### config.mk
export PLATFORM = sky130hd
export DESIGN_NAME = flash_rww_ctrl
export DESIGN_NICKNAME = d
export VERILOG_FILES = /design/src/rtl/flash_rww_pkg.sv /design/src/rtl/flash_rww_seq.sv /design/src/rtl/flash_rww_array.sv /design/src/rtl/flash_rww_ctrl.sv
export SDC_FILE = /design/constraint.sdc
export NUM_CORES = 2
export LEC_CHECK = 0
export ABC_AREA = 1
export BUFFER_PORTS_ARGS = -buffer_cell sky130_fd_sc_hd__buf_2
export CORE_MARGIN = 2
export CORE_UTILIZATION = 57
export DETAILED_ROUTE_END_ITERATION = 10
export PLACE_DENSITY = 0.76
export SYNTH_ARGS = -nofsm -noshare
export SYNTH_HDL_FRONTEND = slang
export SYNTH_SLANG_ARGS = --single-unit
### constraint.sdc
create_clock -name clk_i -period 1.65 [get_ports clk_i]
set_clock_uncertainty 0.05 [all_clocks]
set_input_delay 0.4125 -clock clk_i [delete_from_list [all_inputs] [get_ports clk_i]]
set_output_delay 0.4125 -clock clk_i [all_outputs]
set_load 0.05 [all_outputs]
### src/rtl/flash_rww_pkg.sv
package flash_rww_pkg;
  typedef enum logic {OP_WRITE = 1'b0, OP_ERASE = 1'b1} prog_op_e;
  typedef enum logic {SEC_RWW = 1'b0, SEC_NRWW = 1'b1} section_e;
endpackage

### src/rtl/flash_rww_seq.sv
module flash_rww_seq
  import flash_rww_pkg::*;
#(
  parameter int LATENCY   = 6,
  parameter int ADDR_W    = 6,
  parameter int OFS_W     = 2,
  parameter int RWW_PAGES = 10,
  parameter int PAGE_DW   = 64
) (
  input  logic                    clk_i,
  input  logic                    rst_ni,
  input  logic                    req_i,
  input  prog_op_e                op_i,
  input  logic [ADDR_W-1:0]       addr_i,
  input  logic [PAGE_DW-1:0]      wdata_i,
  output logic                    active_o,
  output section_e                sec_o,
  output logic                    start_rww_o,
  output logic                    commit_o,
  output prog_op_e                cmt_op_o,
  output logic [ADDR_W-OFS_W-1:0] cmt_page_o,
  output logic [PAGE_DW-1:0]      cmt_data_o,
  output logic                    done_o,
  output logic                    reject_o
);
  localparam int PG_W  = ADDR_W - OFS_W;
  localparam int CNT_W = $clog2(LATENCY + 1);
  localparam logic [PG_W-1:0] RWW_LIM = PG_W'(RWW_PAGES);

  logic             active_q, done_q, reject_q;
  logic [CNT_W-1:0] cnt_q;
  section_e         sec_q, in_sec;
  prog_op_e         op_q;
  logic [PG_W-1:0]  page_q;
  logic [PAGE_DW-1:0] data_q;
  logic             accept, finish;

  assign in_sec = (addr_i[ADDR_W-1:OFS_W] < RWW_LIM) ? SEC_RWW : SEC_NRWW;
  assign accept = req_i && !active_q;
  assign finish = active_q && (cnt_q == '0);

  always_ff @(posedge clk_i or negedge rst_ni) begin
    if (!rst_ni) begin
      active_q <= 1'b0;
      cnt_q    <= '0;
      sec_q    <= SEC_RWW;
      op_q     <= OP_WRITE;
      page_q   <= '0;
      data_q   <= '0;
      done_q   <= 1'b0;
      reject_q <= 1'b0;
    end else begin
      done_q   <= finish;
      reject_q <= req_i && active_q;
      if (accept) begin
        active_q <= 1'b1;
        cnt_q    <= CNT_W'(LATENCY - 1);
        sec_q    <= in_sec;
        op_q     <= op_i;
        page_q   <= addr_i[ADDR_W-1:OFS_W];
        data_q   <= wdata_i;
      end else if (finish) begin
        active_q <= 1'b0;
      end else if (active_q) begin
        cnt_q <= cnt_q - 1'b1;
      end
    end
  end

  assign active_o    = active_q;
  assign sec_o       = sec_q;
  assign start_rww_o = accept && (in_sec == SEC_RWW);
  assign commit_o    = finish;
  assign cmt_op_o    = op_q;
  assign cmt_page_o  = page_q;
  assign cmt_data_o  = data_q;
  assign done_o      = done_q;
  assign reject_o    = reject_q;

  p_reject_busy_r8: assert property (@(posedge clk_i) disable iff (!rst_ni)
    active_q && req_i |=> reject_o);
  p_no_reject_idle_r8: assert property (@(posedge clk_i) disable iff (!rst_ni)
    !active_q |=> !reject_o);
  p_done_pulse_r7: assert property (@(posedge clk_i) disable iff (!rst_ni)
    done_o |=> !done_o);
  p_done_after_op_r7: assert property (@(posedge clk_i) disable iff (!rst_ni)
    done_o |-> !active_q && $past(active_q));
endmodule

### src/rtl/flash_rww_array.sv
module flash_rww_array
  import flash_rww_pkg::*;
#(
  parameter int DATA_W     = 16,
  parameter int PAGE_WORDS = 4,
  parameter int NUM_PAGES  = 16
) (
  input  logic                                 clk_i,
  input  logic                                 rst_ni,
  input  logic                                 commit_i,
  input  prog_op_e                             op_i,
  input  logic [$clog2(NUM_PAGES)-1:0]         page_i,
  input  logic [PAGE_WORDS*DATA_W-1:0]         pdata_i,
  input  logic                                 rd_en_i,
  input  logic [$clog2(NUM_PAGES*PAGE_WORDS)-1:0] rd_addr_i,
  input  logic                                 rd_block_i,
  output logic                                 rd_valid_o,
  output logic [DATA_W-1:0]                    rd_data_o
);
  localparam int OFS_W = $clog2(PAGE_WORDS);
  localparam int WORDS = NUM_PAGES * PAGE_WORDS;
  localparam int ADDR_W = $clog2(WORDS);

  logic [DATA_W-1:0] mem_q [WORDS];
  logic              rd_valid_q;
  logic [DATA_W-1:0] rd_data_q;

  always_ff @(posedge clk_i or negedge rst_ni) begin
    if (!rst_ni) begin
      for (int i = 0; i < WORDS; i++) mem_q[i] <= '1;
    end else if (commit_i) begin
      for (int k = 0; k < PAGE_WORDS; k++) begin
        mem_q[ADDR_W'({page_i, OFS_W'(k)})] <=
          (op_i == OP_ERASE) ? '1 : pdata_i[k*DATA_W +: DATA_W];
      end
    end
  end

  always_ff @(posedge clk_i or negedge rst_ni) begin
    if (!rst_ni) begin
      rd_valid_q <= 1'b0;
      rd_data_q  <= '0;
    end else begin
      rd_valid_q <= rd_en_i;
      if (rd_en_i) rd_data_q <= rd_block_i ? '1 : mem_q[rd_addr_i];
    end
  end

  assign rd_valid_o = rd_valid_q;
  assign rd_data_o  = rd_data_q;

  p_rd_latency_r10: assert property (@(posedge clk_i) disable iff (!rst_ni)
    rd_en_i |=> rd_valid_o);
  p_filler_r6: assert property (@(posedge clk_i) disable iff (!rst_ni)
    rd_en_i && rd_block_i |=> rd_data_o == '1);
endmodule

### src/rtl/flash_rww_ctrl.sv
module flash_rww_ctrl
  import flash_rww_pkg::*;
#(
  parameter int DATA_W     = 16,
  parameter int PAGE_WORDS = 4,
  parameter int NUM_PAGES  = 16,
  parameter int RWW_PAGES  = 10,
  parameter int BOOT_PAGE  = 12,
  parameter int LATENCY    = 6,
  localparam int ADDR_W    = $clog2(NUM_PAGES * PAGE_WORDS),
  localparam int PAGE_DW   = PAGE_WORDS * DATA_W
) (
  input  logic               clk_i,
  input  logic               rst_ni,
  input  logic               fetch_req_i,
  input  logic [ADDR_W-1:0]  fetch_addr_i,
  output logic               fetch_valid_o,
  output logic [DATA_W-1:0]  fetch_data_o,
  output logic               fetch_stall_o,
  input  logic               prog_req_i,
  input  logic               prog_erase_i,
  input  logic [ADDR_W-1:0]  prog_addr_i,
  input  logic [PAGE_DW-1:0] prog_data_i,
  output logic               prog_done_o,
  output logic               prog_reject_o,
  input  logic               busy_clr_i,
  output logic               rww_busy_o,
  output logic               access_err_o
);
  localparam int OFS_W = $clog2(PAGE_WORDS);
  localparam int PG_W  = ADDR_W - OFS_W;
  localparam logic [PG_W-1:0] RWW_LIM = PG_W'(RWW_PAGES);

  if (BOOT_PAGE < RWW_PAGES || BOOT_PAGE >= NUM_PAGES) begin : g_boot_check
    $error("boot page must lie in the upper section");
  end

  logic            op_active, start_rww, commit;
  section_e        op_sec;
  prog_op_e        cmt_op;
  logic [PG_W-1:0] cmt_page;
  logic [PAGE_DW-1:0] cmt_data;
  logic            busy_q, err_q, fetch_acc, fetch_blk;

  flash_rww_seq #(
    .LATENCY(LATENCY), .ADDR_W(ADDR_W), .OFS_W(OFS_W),
    .RWW_PAGES(RWW_PAGES), .PAGE_DW(PAGE_DW)
  ) u_seq (
    .clk_i, .rst_ni,
    .req_i      (prog_req_i),
    .op_i       (prog_erase_i ? OP_ERASE : OP_WRITE),
    .addr_i     (prog_addr_i),
    .wdata_i    (prog_data_i),
    .active_o   (op_active),
    .sec_o      (op_sec),
    .start_rww_o(start_rww),
    .commit_o   (commit),
    .cmt_op_o   (cmt_op),
    .cmt_page_o (cmt_page),
    .cmt_data_o (cmt_data),
    .done_o     (prog_done_o),
    .reject_o   (prog_reject_o)
  );

  assign fetch_stall_o = op_active && (op_sec == SEC_NRWW);
  assign fetch_acc     = fetch_req_i && !fetch_stall_o;
  assign fetch_blk     = busy_q && (fetch_addr_i[ADDR_W-1:OFS_W] < RWW_LIM);

  flash_rww_array #(
    .DATA_W(DATA_W), .PAGE_WORDS(PAGE_WORDS), .NUM_PAGES(NUM_PAGES)
  ) u_array (
    .clk_i, .rst_ni,
    .commit_i  (commit),
    .op_i      (cmt_op),
    .page_i    (cmt_page),
    .pdata_i   (cmt_data),
    .rd_en_i   (fetch_acc),
    .rd_addr_i (fetch_addr_i),
    .rd_block_i(fetch_blk),
    .rd_valid_o(fetch_valid_o),
    .rd_data_o (fetch_data_o)
  );

  // set on a new lower-section op wins over a clear
  always_ff @(posedge clk_i or negedge rst_ni) begin
    if (!rst_ni) begin
      busy_q <= 1'b0;
      err_q  <= 1'b0;
    end else begin
      if (start_rww) busy_q <= 1'b1;
      else if (busy_clr_i && !op_active) busy_q <= 1'b0;
      if (fetch_acc && fetch_blk) err_q <= 1'b1;
    end
  end

  assign rww_busy_o   = busy_q;
  assign access_err_o = err_q;

  p_busy_sticky_r4: assert property (@(posedge clk_i) disable iff (!rst_ni)
    rww_busy_o && !busy_clr_i |=> rww_busy_o);
  p_clr_ignored_r5: assert property (@(posedge clk_i) disable iff (!rst_ni)
    op_active && rww_busy_o |=> rww_busy_o);
  p_stall_no_fetch_r3: assert property (@(posedge clk_i) disable iff (!rst_ni)
    fetch_stall_o |=> !fetch_valid_o);
  p_err_sticky_r6: assert property (@(posedge clk_i) disable iff (!rst_ni)
    access_err_o |=> access_err_o);
  p_err_filler_r6: assert property (@(posedge clk_i) disable iff (!rst_ni)
    $rose(access_err_o) |-> fetch_valid_o && fetch_data_o == '1);
  p_sec_exclusive_r1: assert property (@(posedge clk_i) disable iff (!rst_ni)
    $rose(fetch_stall_o) |-> !$rose(rww_busy_o));
endmodule

* Word-level counts from Yosys, hierarchy flattened
Cells that the tools add are included.
Cells by class: $lt $le $gt $ge 11, eq/ne operators 1, add/subtract/negate cells 1, div/mod/pow operators 0, bitwise operators 5, multipliers 0, reductions and logical operators 20, shifts and indexed selects 0, muxes and demuxes 29
Operator list (count):
- bitwise mux 1024 bit | 4
- demux 16 bit (select 6 bit) | 4
- two-way mux 16 bit | 11
- binary-select mux 16 bit (select 6 bit) | 1
- greater-or-equal comparator 7 bit, second input constant | 5
- NOT 6 -> 7 bit | 5
- < comparator 7 x 1 -> 1 bit, second input constant | 4
- logical AND 1 bit | 13
- two-way mux 3 bit | 3
- < comparator 4 bit, second input constant | 2
- two-way mux 1 bit | 6
- nonzero test 2 bit | 3
- zero test 3 bit | 1
- subtractor 3 x 1 -> 3 bit, second input constant | 1
- zero test 1 bit | 2
- != test 2 x 1 -> 1 bit, second input constant | 1
- AND reduction 2 bit | 1
Word-level totals: logic and storage cells 143, memory bits (writable) 0, bits in read-only memories 0, bits in latches 0, bits in registers 1119, output and inout bits 22, bits of input ports 82, memories 0

* Logic depth before layout (Yosys ltp)
depth after elaboration 9, mapped depth 14, mapped depth without buffers 11

* Modules after synthesis
Synthesis repeated with hierarchy kept, for this count alone.
Unflattened totals: cells, all modules 5122, area total of the unflattened synthesis 54184.5 um^2
Modules (own cells, without submodules):
- flash_rww_array | seq. area each 27331.2 um^2, area each 51036.4 um^2, cells an instance 4770, instances 1
- flash_rww_seq | seq. area each 1901.8 um^2, area each 3037.9 um^2, cells an instance 337, instances 1
- flash_rww_ctrl | seq. area each 50.0 um^2, area each 110.1 um^2, cells an instance 15, instances 1

* Least setup slack after synthesis
No wires, ideal clock.
path type register -> register, start register u_seq.cnt_q[0], end register u_array.mem_q[849] (netlist bit), cell stages (with the launch flop) 11, clock period less this slack 1.829 ns, buffers on the path 2, slack -0.179 ns, data arrival time 1.706 ns, data required time 1.527 ns, setup time 0.073 ns, cell sequence dfrtp_1 > inv_1 > ha_1 > inv_1 > nor3_4 > inv_2 > nor4_2 > buf_4 > buf_2 > nor2_1 > a21oi_1
On the way: word-level cells in the longest chain between the ends 2
Ends and longest elaborated chain:
- start: declaration | line flash_rww_seq.sv:31 | logic [CNT_W-1:0] cnt_q;
- start signal: assignment | line flash_rww_seq.sv:57 | cnt_q <= CNT_W'(LATENCY - 1);
- start signal: assignment | line flash_rww_seq.sv:65 | cnt_q <= cnt_q - 1'b1;
- zero test 3 bit | line flash_rww_seq.sv:40 | assign finish = active_q && (cnt_q == '0);
- logical AND 1 bit | line flash_rww_seq.sv:40
- via commit | line flash_rww_ctrl.sv:38 | logic op_active, start_rww, commit;
- end signal: indexed assignment | line flash_rww_array.sv:33 | mem_q[ADDR_W'({page_i, OFS_W'(k)})] <=
- end: declaration | line flash_rww_array.sv:24 | logic [DATA_W-1:0] mem_q [WORDS];
The timed path passes the listed nets, and every way through them passes these cells. A chain may end at the register's enable or synchronous reset.

* Worst setup path after layout
start register u_seq.cnt_q[0], end register u_array.mem_q[573] (netlist bit)
Same word-level chain as after synthesis.

==> metrics.cfg <==
[critical_path]
r2r-end = u_array.mem_q[573]$_DFFE_PN1P_
required_ns = 2.22
critical_path.top_delay_family = buffers and inverters
path_cells = inv_2 > ha_4 > inv_2 > nor3_4 > buf_6 > inv_12 > buf_12 > nor3_4 > buf_12 > buf_16 > nand2_1 > o21ai_1
endpoint_kind = flip-flop
worst-path-max-fanout = 28
worst-path-buf-inv = 7
regToRegSetupSlack_ns = -0.54
r2r_cells = 12
cp_slowest_cell = dfrtp_1
critPathLaunchType = flip-flop
slowest_delay_ns = 0.37
arrival_ns = 2.76
worstSetupPathType = flip-flop to flip-flop
worstReg2RegStart = u_seq.cnt_q[0]$_DFFE_PN0P_

[placement]
numPortBuffers = 101
placed_area_um2 = 59280
dp_cells = 8105
post-dp-hpwl_um = 103200
gp_congestion = 0.8905

[final_layout]
layout.nets = 7206
final_area_um2 = 66670
n_antenna_cell = 0
layout.cells.non_filler = 8473
syn_to_final_growth_pct = 24.88
drive_gt1_share_pct = 29.09

[synthesis]
synth_edf_count = 0
ys_ff_latch = 1119
ys_async_sr_fraction_pct = 100.0
synth_most_common_cell = nand2_1
avgSynthCellArea_um2 = 7.839
synth_nets = 6895
netlist_instances = 6811
synth_common_cells = nand2_1, dfstp_2, nand3_1
yosys_warnings = 0
ys.flop_type = dfstp_2
yosys-top-cells-area = dfstp_2, nand2_1, nand3_1, o21ai_0, dfrtp_1
synth_area_um2 = 53390
yosys.area.top_type = dfstp_2
synth-seq-area-share_pct = 54.85
ys_types = 25
synth_top_area_share_pct = 50.39

[timing]
hold_viol = 0
setup_ws_ns = -0.5405
max_slew_margin_pct = 56.53
fin_crit_ns = 2.191
max_freq_mhz = 456.5
finalMaxSlewViolations = 0
worstMarginPinSlew_ns = 0.6452
rsz0062_at_grt = true
fin_crit_sh_pct = 132.8
final-setup-viol-count = 1050

[power_and_ir_drop]
p_per_area_nw_per_um2 = 1813
ir_worst_vdd_uv = 1398
p_leak_uw = 0.02855

[clock_tree]
cts_buffer_depth = 3
cts_tree = built
clk_pin_slew_ns = 0.06
clock_latency_ns = 0.72
clock-sinks = 1119
htree_num_levels = 3
cts_root_buf = clkbuf_16
cts_made_buffers = 117

[routing]
wl_per_cell_um = 21.07
routed_wl_um = 178500
detail_route.drc_violations = 0
postRouteAntennaNets = 0
viasPerCell = 5.851
via_count = 49572
firstDrtPassIters = 7
first_iter_violations = 6241

[die]
die_h_um = 310.1
die_area_um2 = 96130
ios = 104
coreArea_um2 = 93050
die_w_um = 310.1
initial_core_util_pct = 57.38
rows = 112

[hold_path]
worstHoldPathType = input port to async pin

[global_route]
grt_util_all_layers_pct = 35.71
grt_max_degree = 72
grt_pass1_vias = 48095
grt_overflow_total = 0
antenna_found_initial = 5
grt_pass1_wl_um = 267500

[run_status]
status = complete, but fails checks
violations = negative setup slack

[job]
max_cap_violations = 0

[per-stage QoR]
| stage | TNS, ns | hold slack (ns) | utilization, % | total power (µW) | worst slack, ns |
|---|---|---|---|---|---|
| floorplan | -55.44 | 0.06691 | - | 71990 | -0.1254 |
| global placement | -202.55 | 0.2517 | 63.71 | 86140 | -0.4080 |
| detailed placement | -232.40 | 0.2526 | 63.71 | 87830 | -0.4517 |
| CTS | -254.99 | 0.1062 | 70.29 | 117600 | -0.4241 |
| global route | -397.49 | 0.1289 | 71.65 | 126800 | -0.6282 |
| finish | -313.21 | 0.1380 | 71.65 | 120900 | -0.5405 |
[kinds of logic (layout without fill, tap and decap cells)]
| family | count (synthesis) | after routing | synth area share (%) |
|---|---|---|---|
| simple gates | 3513 | 3513 | 26.70 |
| compound gates | 1065 | 1065 | 10.07 |
| fa+ha+maj | 2 | 2 | 0.04686 |
| buf+inv | 1112 | 1520 | 8.336 |
| flops | 1119 | 1119 | 54.85 |
[how the worst max path moves through the flow]
stage / startpoint / cells after the start / endpoint / slack [ns]
4_1_cts: u_seq.cnt_q[0]$_DFFE_PN0P_ / 10 / u_array.mem_q[311]$_DFFE_PN1P_ / -0.42
3_3_place_gp: u_seq.cnt_q[0]$_DFFE_PN0P_ / 10 / u_array.mem_q[857]$_DFFE_PN1P_ / -0.41
2_1_floorplan: u_seq.cnt_q[0]$_DFFE_PN0P_ / 10 / u_array.mem_q[1000]$_DFFE_PN1P_ / -0.13
5_1_grt: u_seq.cnt_q[0]$_DFFE_PN0P_ / 12 / u_array.mem_q[573]$_DFFE_PN1P_ / -0.63
3_5_place_dp: u_seq.cnt_q[0]$_DFFE_PN0P_ / 10 / u_array.mem_q[857]$_DFFE_PN1P_ / -0.45
6_report: u_seq.cnt_q[0]$_DFFE_PN0P_ / 12 / u_array.mem_q[573]$_DFFE_PN1P_ / -0.54
[layout make-up]
type                            count  area (µm²)
Fill cell                        6526       26380
Sequential cell                  1119       29290
Inverter                          599        2288
Timing Repair Buffer              705        8656
Multi-Input combinational cell   4580       20750
Clock buffer                      163        3426
Tap cell                         1254        1569
Clock inverter                     53       695.7
[flip-flops by register name, summed over array words and instances (netlist names)]
name                cells
access_err_o            1
rww_busy_o              1
u_array.mem_q        1024
u_array.rd_data_o      16
u_array.rd_valid_o      1
u_seq.active_o          1
u_seq.cmt_data_o       64
u_seq.cmt_op_o          1
u_seq.cmt_page_o        4
u_seq.cnt_q             3
u_seq.done_o            1
u_seq.reject_o          1
u_seq.sec_o             1
[power by group]
part           total [µW]  switching [µW]  internal (µW)  leakage, µW
Combinational       40400           25500          14800       0.0148
Clock               28100           11500          16700      0.00201
Sequential          52400            6240          46100       0.0118
[routing by layer]
| metal | wire (µm) | GRT usage (%) |
|---|---|---|
| met5 | 69 | 0 |
| met4 | 12050 | 19.37 |
| met3 | 19280 | 7.404 |
| met2 | 80670 | 57.00 |
| met1 | 66460 | 45.80 |
[worst reg2reg max path: cells and delay by family, from the launching register on]
family | cells | cell delay (ns)
buffers and inverters | 7 | 0.90
and+or+nand+nor | 3 | 0.51
DFF | 1 | 0.37
adders and majority gates | 1 | 0.13
AOI/OAI and AO/OA | 1 | 0.14
[placed cells by master (no fill, tap or decap), types with 18 or more instances in the layout]
| cell | Yosys | final |
|---|---|---|
| nand2_1 | 2245 | 2203 |
| buf_2 | 188 | 89 |
| inv_1 | 576 | 570 |
| clkbuf_16 | 0 | 140 |
| nand2_2 | 0 | 19 |
| buf_4 | 11 | 269 |
| buf_16 | 0 | 20 |
| o21ai_0 | 700 | 574 |
| nor2_2 | 0 | 34 |
| nand2_4 | 0 | 23 |
| dlygate4sd3_1 | 0 | 72 |
| clkinv_2 | 0 | 20 |
| o21ai_1 | 32 | 107 |
| dfstp_2 | 1024 | 1024 |
| clkinv_1 | 15 | 21 |
| clkbuf_8 | 0 | 24 |
| a21oi_2 | 0 | 60 |
| nor2_4 | 0 | 25 |
| buf_6 | 0 | 24 |
| buf_12 | 0 | 198 |
| clkbuf_1 | 266 | 18 |
| dfrtp_1 | 95 | 87 |
| nor2_1 | 453 | 394 |
| nand3_1 | 802 | 798 |
| a21oi_1 | 314 | 252 |
| o21ai_2 | 0 | 48 |
[timing repair]
action / in CTS / in global routing
pin swaps: 9 / 9
buffers inserted: 27 / 18
endpoints found under the hold margin: 111 / 0
cloned: 18 / 20
hold buffers: 72 / 0
endpoints found under the setup margin: 1058 / 1080
resized for setup: 188 / 239
Power figures use the tool's default switching activity.
